### src/rtl/lift2_pkg.sv
package lift2_pkg;
   typedef enum logic [2:0] {
      ST_OPEN1  = 3'b000,
      ST_SHUT1  = 3'b100,
      ST_RISE   = 3'b110,
      ST_OPEN2  = 3'b001,
      ST_SHUT2  = 3'b101,
      ST_FALL   = 3'b111
   } lift_st_e;

   localparam int BTN_HALL1 = 0;
   localparam int BTN_HALL2 = 1;
   localparam int BTN_CAR1  = 2;
   localparam int BTN_CAR2  = 3;
   localparam int BTN_OPEN  = 4;
   localparam int N_BTN     = 5;
endpackage

### src/rtl/lift2_capture.sv
module lift2_capture #(
   parameter int N = 5
) (
   input  logic         clk,
   input  logic         rst_n,
   input  logic [N-1:0] btn_i,
   input  logic [N-1:0] clr_i,
   output logic [N-1:0] flag_o
);
   generate
      if (N < 1) begin : g_bad
         $error("lift2_capture: N must be at least 1");
      end
      for (genvar i = 0; i < N; i++) begin : g_flag
         logic held_q;
         always_ff @(posedge clk or negedge rst_n) begin
            if (!rst_n)        held_q <= 1'b0;
            else if (btn_i[i]) held_q <= 1'b1;
            else if (clr_i[i]) held_q <= 1'b0;
         end
         assign flag_o[i] = held_q;


         hold_until_served_chk: assert property (@(posedge clk) disable iff (!rst_n)
            (held_q && !clr_i[i]) |=> held_q);
      end
   endgenerate
endmodule

### src/rtl/lift2_dwell.sv
module lift2_dwell #(
   parameter int DWELL_CYCLES = 16
) (
   input  logic clk,
   input  logic rst_n,
   input  logic load_i,
   output logic expired_o
);
   localparam int CNT_W = (DWELL_CYCLES > 2) ? $clog2(DWELL_CYCLES) : 1;
   localparam logic [CNT_W-1:0] RELOAD = CNT_W'(DWELL_CYCLES - 1);

   generate
      if (DWELL_CYCLES < 2) begin : g_bad
         $error("lift2_dwell: DWELL_CYCLES must be at least 2");
      end
   endgenerate

   logic [CNT_W-1:0] cnt_q;

   always_ff @(posedge clk or negedge rst_n) begin
      if (!rst_n)              cnt_q <= RELOAD;
      else if (load_i)         cnt_q <= RELOAD;
      else if (cnt_q != '0)    cnt_q <= cnt_q - 1'b1;
   end

   assign expired_o = (cnt_q == '0);


   reload_not_expired_chk: assert property (@(posedge clk) disable iff (!rst_n)
      load_i |=> !expired_o);
endmodule

### src/rtl/lift2_fsm.sv
module lift2_fsm
   import lift2_pkg::*;
(
   input  logic             clk,
   input  logic             rst_n,
   input  logic [N_BTN-1:0] req_i,
   input  logic             arrive_i,
   input  logic             expired_i,
   output lift_st_e         state_o,
   output logic             load_o,
   output logic [N_BTN-1:0] clr_o
);
   lift_st_e state_q, state_d;

   logic want1, want2, open_req;
   assign want1    = req_i[BTN_HALL1] | req_i[BTN_CAR1];
   assign want2    = req_i[BTN_HALL2] | req_i[BTN_CAR2];
   assign open_req = req_i[BTN_OPEN];

   always_comb begin
      state_d = state_q;
      case (state_q)
         ST_OPEN1: if (want2)                       state_d = ST_RISE;
                   else if (expired_i && !open_req) state_d = ST_SHUT1;
         ST_SHUT1: if (open_req || req_i[BTN_HALL1]) state_d = ST_OPEN1;
                   else if (want2)                   state_d = ST_RISE;
         ST_RISE:  if (arrive_i)                     state_d = ST_OPEN2;
         ST_OPEN2: if (want1)                        state_d = ST_FALL;
                   else if (expired_i && !open_req)  state_d = ST_SHUT2;
         ST_SHUT2: if (open_req || req_i[BTN_HALL2]) state_d = ST_OPEN2;
                   else if (want1)                   state_d = ST_FALL;
         ST_FALL:  if (arrive_i)                     state_d = ST_OPEN1;
         default:                                    state_d = ST_OPEN1;
      endcase
   end

   always_ff @(posedge clk or negedge rst_n) begin
      if (!rst_n) state_q <= ST_OPEN1;
      else        state_q <= state_d;
   end

   logic next_open1, next_open2;
   assign next_open1 = (state_d == ST_OPEN1);
   assign next_open2 = (state_d == ST_OPEN2);

   assign load_o = (next_open1 || next_open2) && ((state_d != state_q) || open_req);

   always_comb begin
      clr_o            = '0;
      clr_o[BTN_HALL1] = next_open1;
      clr_o[BTN_CAR1]  = next_open1;
      clr_o[BTN_HALL2] = next_open2;
      clr_o[BTN_CAR2]  = next_open2;
      clr_o[BTN_OPEN]  = next_open1 || next_open2;
   end

   assign state_o = state_q;


   door_open_still_chk: assert property (@(posedge clk) disable iff (!rst_n)
      !state_q[2] |-> !state_q[1]);

   rise_hold_chk: assert property (@(posedge clk) disable iff (!rst_n)
      (state_q == ST_RISE && !arrive_i) |=> state_q == ST_RISE);

   rise_arrive_chk: assert property (@(posedge clk) disable iff (!rst_n)
      (state_q == ST_RISE && arrive_i) |=> state_q == ST_OPEN2);

   shut1_reopen_chk: assert property (@(posedge clk) disable iff (!rst_n)
      (state_q == ST_SHUT1 && open_req) |=> state_q == ST_OPEN1);

   open2_leave_chk: assert property (@(posedge clk) disable iff (!rst_n)
      (state_q == ST_OPEN2 && want1) |=> state_q == ST_FALL);
endmodule

### src/rtl/lift2_ctrl.sv
module lift2_ctrl
   import lift2_pkg::*;
#(
   parameter int DWELL_CYCLES = 16
) (
   input  logic       clk,
   input  logic       rst_n,
   input  logic       hall1_btn_i,
   input  logic       hall2_btn_i,
   input  logic       car1_btn_i,
   input  logic       car2_btn_i,
   input  logic       open_btn_i,
   input  logic       arrive_i,
   output logic       door_closed_o,
   output logic       moving_o,
   output logic       dir_down_o,
   output logic [1:0] floor_o
);
   logic [N_BTN-1:0] btn, clr, req;
   logic             load, expired;
   lift_st_e         state;

   always_comb begin
      btn            = '0;
      btn[BTN_HALL1] = hall1_btn_i;
      btn[BTN_HALL2] = hall2_btn_i;
      btn[BTN_CAR1]  = car1_btn_i;
      btn[BTN_CAR2]  = car2_btn_i;
      btn[BTN_OPEN]  = open_btn_i;
   end

   lift2_capture #(.N(N_BTN)) i_capture (
      .clk(clk), .rst_n(rst_n), .btn_i(btn), .clr_i(clr), .flag_o(req)
   );

   lift2_dwell #(.DWELL_CYCLES(DWELL_CYCLES)) i_dwell (
      .clk(clk), .rst_n(rst_n), .load_i(load), .expired_o(expired)
   );

   lift2_fsm i_fsm (
      .clk(clk), .rst_n(rst_n), .req_i(req), .arrive_i(arrive_i),
      .expired_i(expired), .state_o(state), .load_o(load), .clr_o(clr)
   );

   assign door_closed_o = state[2];
   assign moving_o      = state[1];
   assign dir_down_o    = state[0];
   assign floor_o       = state[0] ? 2'd2 : 2'd1;
endmodule

### config.mk
export PLATFORM = sky130hd
export DESIGN_NAME = lift2_ctrl
export DESIGN_NICKNAME = d
export VERILOG_FILES = /design/src/rtl/lift2_pkg.sv /design/src/rtl/lift2_capture.sv /design/src/rtl/lift2_dwell.sv /design/src/rtl/lift2_fsm.sv /design/src/rtl/lift2_ctrl.sv
export SDC_FILE = /design/constraint.sdc
export NUM_CORES = 1
export LEC_CHECK = 0
export BUFFER_PORTS_ARGS = -buffer_cell sky130_fd_sc_hd__buf_2
export CAP_MARGIN = 20
export CORE_MARGIN = 2
export CORE_UTILIZATION = 47
export CTS_CLUSTER_DIAMETER = 30
export DETAILED_ROUTE_END_ITERATION = 6
export PLACE_DENSITY = 0.81
export SYNTH_ARGS = -nofsm -noshare
export SYNTH_HDL_FRONTEND = slang
export SYNTH_SLANG_ARGS = --single-unit
### constraint.sdc
create_clock -name clk -period 1.88 [get_ports clk]
set_clock_uncertainty 0.15 [all_clocks]
set_input_delay 0.282 -clock clk [delete_from_list [all_inputs] [get_ports clk]]
set_output_delay 0.282 -clock clk [all_outputs]
set_load 0.01 [all_outputs]
# [Word-level counts from Yosys, hierarchy flattened]
# Cells that the tools add are included.
[totals] regBits=12 inputBits=8
[classes] add_sub_neg=1 n_eq_ne=7 n_bitwise=2 mux=22 reduce_logical=17
[ops] op="3-bit two-way mux" count=10
[ops] op="3-bit one-hot mux with 6 select lines" count=1
[ops] op="3-bit == test, second input constant" count=4
[ops] op="2-bit nonzero test" count=6
[ops] op="1-bit two-way mux" count=8
[ops] op="4-bit two-way mux" count=2
[ops] op="3-bit by 1-bit == test with 1-bit output, second input constant" count=2
[ops] op="3-bit logical NOT" count=2
[ops] op="4-bit logical NOT" count=1
[ops] op="1-bit logical OR" count=4
[ops] op="4-bit nonzero test" count=1
[ops] op="4-bit by 1-bit subtractor with 4-bit output, second input constant" count=1
[ops] op="3-bit inequality test" count=1
[ops] op="1-bit logical AND" count=2
[ops] op="2-bit two-way mux" count=1
[ops] op="1-bit OR" count=2
[ops] op="1-bit logical NOT" count=1

# [Longest topological paths before layout]
[depth] depth_word=9 depth_mapped=8 depth_no_buf=7

# [Hierarchy]
# A second synthesis with hierarchy kept.
[unflattened] hier_cells=77 area_unflattened_um2=735.7
[modules_own_cells] mod="lift2_fsm" area_each_um2=280.3 cells_per_inst=34 instances=1
[modules_own_cells] mod="lift2_dwell" area_each_um2=225.2 cells_per_inst=21 instances=1
[modules_own_cells] mod="lift2_capture" area_each_um2=219.0 cells_per_inst=20 instances=1
[modules_own_cells] mod="lift2_ctrl" area_each_um2=11.3 cells_per_inst=2 instances=1

# [Worst setup path after synthesis]
# OpenSTA, ideal clock, no wires.
[synth_timing] path_kind="flip-flop to flip-flop" from="reg i_dwell.cnt_q[0]" to="reg i_capture.g_flag[4].held_q" path_buffers=1 t_required_ns=1.612 period_less_slack_ns=2.048 setup_time_ns=0.118 slack_ns=-0.168 arrival_ns=1.780 stages_incl_launch_ff=9 cell_sequence="dfstp_2 > inv_1 > ha_1 > or3b_1 > buf_4 > nor4_2 > a2111oi_4 > inv_4 > a21o_1"
[synth_between] elab_chain_len=8 elab_cells_between_ends=11 cone_classes="1 x eq/ne; 5 x mux; 5 x reduce/logical"
[synth_rtl] element="start: declaration" line="lift2_dwell.sv:18" rtl="logic [CNT_W-1:0] cnt_q;"
[synth_rtl] element="start signal: assignment" line="lift2_dwell.sv:23" rtl="else if (cnt_q != '0) cnt_q <= cnt_q - 1'b1;"
[synth_rtl] element="4-bit logical NOT (*)" line="lift2_dwell.sv:26" rtl="assign expired_o = (cnt_q == '0);"
[synth_rtl] element="1-bit logical AND (*)" line="lift2_fsm.sv:24, lift2_fsm.sv:29"
[synth_rtl] element="3-bit two-way mux, on equally long branches" line="lift2_fsm.sv:29, lift2_fsm.sv:24"
[synth_rtl] element="3-bit two-way mux, on equally long branches" line="lift2_fsm.sv:28, lift2_fsm.sv:23"
[synth_rtl] element="3-bit one-hot mux with 6 select lines (*)" line="lift2_fsm.sv:22" rtl="case (state_q)"
[synth_rtl] element="via i_fsm.state_d[2]" line="lift2_fsm.sv:13" rtl="lift_st_e state_q, state_d;"
[synth_rtl] element="3-bit by 1-bit == test with 1-bit output or 3-bit logical NOT (tied branches)" line="lift2_fsm.sv:44, lift2_fsm.sv:43"
[synth_rtl] element="1-bit logical OR (*)" line="lift2_fsm.sv:54" rtl="clr_o[BTN_OPEN] = next_open1 || next_open2;"
[synth_rtl] element="2-bit nonzero test (no line) (*)"
[synth_rtl] element="end signal: assignment" line="lift2_capture.sv:17" rtl="if (!rst_n) held_q <= 1'b0;"
[synth_rtl] element="end signal: assignment" line="lift2_capture.sv:18" rtl="else if (btn_i[i]) held_q <= 1'b1;"
[synth_rtl] element="end signal: assignment" line="lift2_capture.sv:19" rtl="else if (clr_i[i]) held_q <= 1'b0;"
[synth_rtl] element="end: declaration" line="lift2_capture.sv:15" rtl="logic held_q;"
# Mark *: on every way through the listed nets, which the timed path passes. The rest lies on a longest branch.
# A chain may end at the register's enable or synchronous reset.

# [Worst setup path after layout]
# Ends and elaborated chain as after synthesis.

==> results.py <==
metrics = {
    "clocking": {
        "clockBufferDepth": 2,
        "numCtsBuffers": 3,
        "insertion_delay_ps": 270,
        "cts_tree": "built",
        "cts.htree.levels": 1,
        "cts.clk_slew.worst_paths_ps": 70,
        "cts.sinks": 12,
        "clockRootBuffer": "clkbuf_4",
    },
    "global_route": {
        "antenna_found_initial": 0,
        "grt_pass1_wl_um": 2739,
        "grt_max_degree": 13,
        "grt.overflow.total": 0,
        "first_global_vias": 632,
        "track_usage": 0.1927,
    },
    "detailed_routing": {
        "wl_um": 1694,
        "drc": 0,
        "num_vias": 688,
        "drtPass1Iterations": 4,
        "drt_iter0_markers": 11,
        "ant_nets": 0,
        "wire_per_inst_um": 15.13,
        "via_per_inst": 6.143,
    },
    "timing": {
        "rsz0062_at_grt": "yes",
        "final_hold_viol_count": 0,
        "period_share": 1.002,
        "slew_headroom": 0.7282,
        "layout_min_cycle_time_ps": 1883,
        "worst_pin_slew_ps": 406.9,
        "finalWorstSetupSlack_ps": -3.489,
        "finalSetupViolations": 1,
        "slew_violations": 0,
        "max_freq_mhz": 530.9,
    },
    "yosys": {
        "ys_types": 37,
        "synth_area_leaders": "dfrtp_1 27%, dfstp_2 14%, a21oi_1 4.1%, a2111oi_4 3.7%, inv_1 3.6%",
        "syn_inst": 76,
        "yosysMostFrequentCell": "dfrtp_1",
        "synth_top_area_share": 0.2712,
        "synth_ff_type": "dfrtp_1",
        "syn_area_um2": 738.2,
        "yosysSeqAreaShare": 0.4136,
        "yosys_warnings": 0,
        "synth.avg_cell_area_um2": 9.713,
        "synthArstFlopShare": 1.000,
        "yosysTopAreaCell": "dfrtp_1",
        "syn-num-nets": 86,
        "ys_ff_latch": 12,
        "synth_commonest_cells": "8 x dfrtp_1, 7 x inv_1, 6 x a21oi_1",
        "synth_edf_count": 0,
    },
    "finish": {
        "fin_nets": 108,
        "finalCoreUtilization": 0.6218,
        "areaGrowthSynthToFinish_pct": 25.42,
        "drive_gt1_frac": 0.4167,
        "nFillCells": 134,
        "multi_input_area_um2": 412.9,
        "antenna_cells": 0,
        "regArea_um2": 305.3,
    },
    "min_path": {
        "min_from": "open_btn_i",
        "hp-class": "in -> reg",
    },
    "power_and_ir_drop": {
        "p_per_area_mw_per_mm2": 1488,
        "ir_drop_mv": 0.8117,
        "p_leak_nw": 0.3859,
    },
    "setup_path": {
        "arrival_ps": 1900,
        "end_kind": "flop",
        "path_max_fanout": 6,
        "critPathKind": "reg -> reg",
        "crit_start": "i_dwell.cnt_q[0]",
        "critPathSlowestCell": "dfstp_2",
        "worstReg2RegStart": "i_dwell.cnt_q[0]",
        "crit_chain": "inv_2 > ha_4 > or3b_4 > nor4_4 > a2111oi_4 > buf_4 > inv_6 > a21o_1",
        "crit_buf_inv": 3,
        "crit_required_ps": 1890,
        "cpPeakStageDelay_ps": 560,
        "startpoint_type": "flop",
        "cp_top_family": "flip-flops",
    },
    "die": {
        "core-area_mm2": 0.001489,
        "row_count": 14,
        "fp.dieW_um": 43.63,
        "dieArea_mm2": 0.001904,
        "die_h_um": 43.63,
        "initial_utilization": 0.4958,
        "pin_count": 13,
    },
    "placement": {
        "dp_hpwl_um": 1270,
        "post-place-ws_ps": -28.37,
        "gp_congestion": 0.8864,
        "io_buffer_count": 12,
    },
    "status": {
        "status": "finished, violations left",
        "violations": "setup timing",
    },
    "run": {
        "drv_cap": 0,
    },
}
metrics by stage:
step	setup TNS [ps]	std cells	cell area, um2	power (mW)	hold slack [ps]
floorplan	0	76	744.5	0.9154	-163.6
global placement	0	106	838.3	1.096	16.35
detailed placement	-28.37	106	838.3	1.128	24.20
CTS	-26.88	111	887.1	1.318	37.93
global route	-279.4	112	925.9	1.480	43.79
finish	-3.489	112	925.9	1.378	37.13
what timing repair did:
item / in CTS / in global routing
hold buffers: 1 / 0
setup endpoints to repair: 2 / 9
setup buffers: 1 / 1
pin swaps: 0 / 1
endpoints found under the hold margin: 12 / 0
gates resized for setup: 1 / 8
layer usage:
layer / wire length [um] / up-vias / track usage
met2: 928 / 22 / 0.3441
met3: 90 / 2 / 0.02500
li1: - / 321 / -
met5: 0 / - / 0
met1: 666 / 343 / 0.2334
met4: 9 / 0 / 0.07273
path summary, 6_finish.rpt:
kind	to	slack, ps	cells after the start
worst min-delay path	i_capture.g_flag[4].held_q	40	2
worst max-delay path	i_capture.g_flag[4].held_q	-3	8
worst min register to register	i_dwell.cnt_q[0]	450	2
worst max register to register	i_capture.g_flag[4].held_q	-3	8
max in group asynchronous	i_dwell.cnt_q[1]	1040	2
min in group asynchronous	i_capture.g_flag[1].held_q	270	2
kinds of logic (layout without fill, tap and decap cells):
family,count (synthesis),after routing,share of synthesized area
buffers and inverters,12,32,0.08136
DFF,12,12,0.4136
AOI/OAI and AO/OA,25,25,0.2407
adders and majority gates,2,2,0.03389
xor gates and xnor gates,2,2,0.02373
and+or+nand+nor,23,23,0.2068
registers in the layout, summed over array words and instances (netlist names):
signal,cells
i_fsm.state_o,3
i_capture.g_flag.held_q,5
i_dwell.cnt_q,4
worst register-to-register path: cells and delay by family, from the launching register on:
kind            cells  cell delay (ps)
buf+inv             3              310
flops               1              560
fa+ha+maj           1              150
simple gates        2              280
compound gates      2              320
cell type report:
cell class | count | area share
Inverter | 8 | 0.03784
Tap cell | 16 | 0.02162
Sequential cell | 12 | 0.3297
Clock buffer | 3 | 0.02432
Multi-Input combinational cell | 52 | 0.4459
Timing Repair Buffer | 21 | 0.1405
layout by cell type (no fill, tap or decap), types with 2 or more instances in the layout:
cell type	n
nor2b_1	2
nand2_1	2
o31ai_1	2
or3_1	2
clkbuf_4	3
a31oi_1	2
a21oi_1	6
inv_2	2
inv_1	5
nor2_1	4
dfrtp_1	8
nor4_1	2
o21ai_0	3
o21ai_1	3
buf_4	8
buf_2	12
dfstp_2	4
where the power goes:
group	internal, mW	switching [mW]
Sequential	0.373	0.174
Combinational	0.329	0.349
Clock	0.0740	0.0799
No activity file was read; power rests on OpenSTA's default activity.
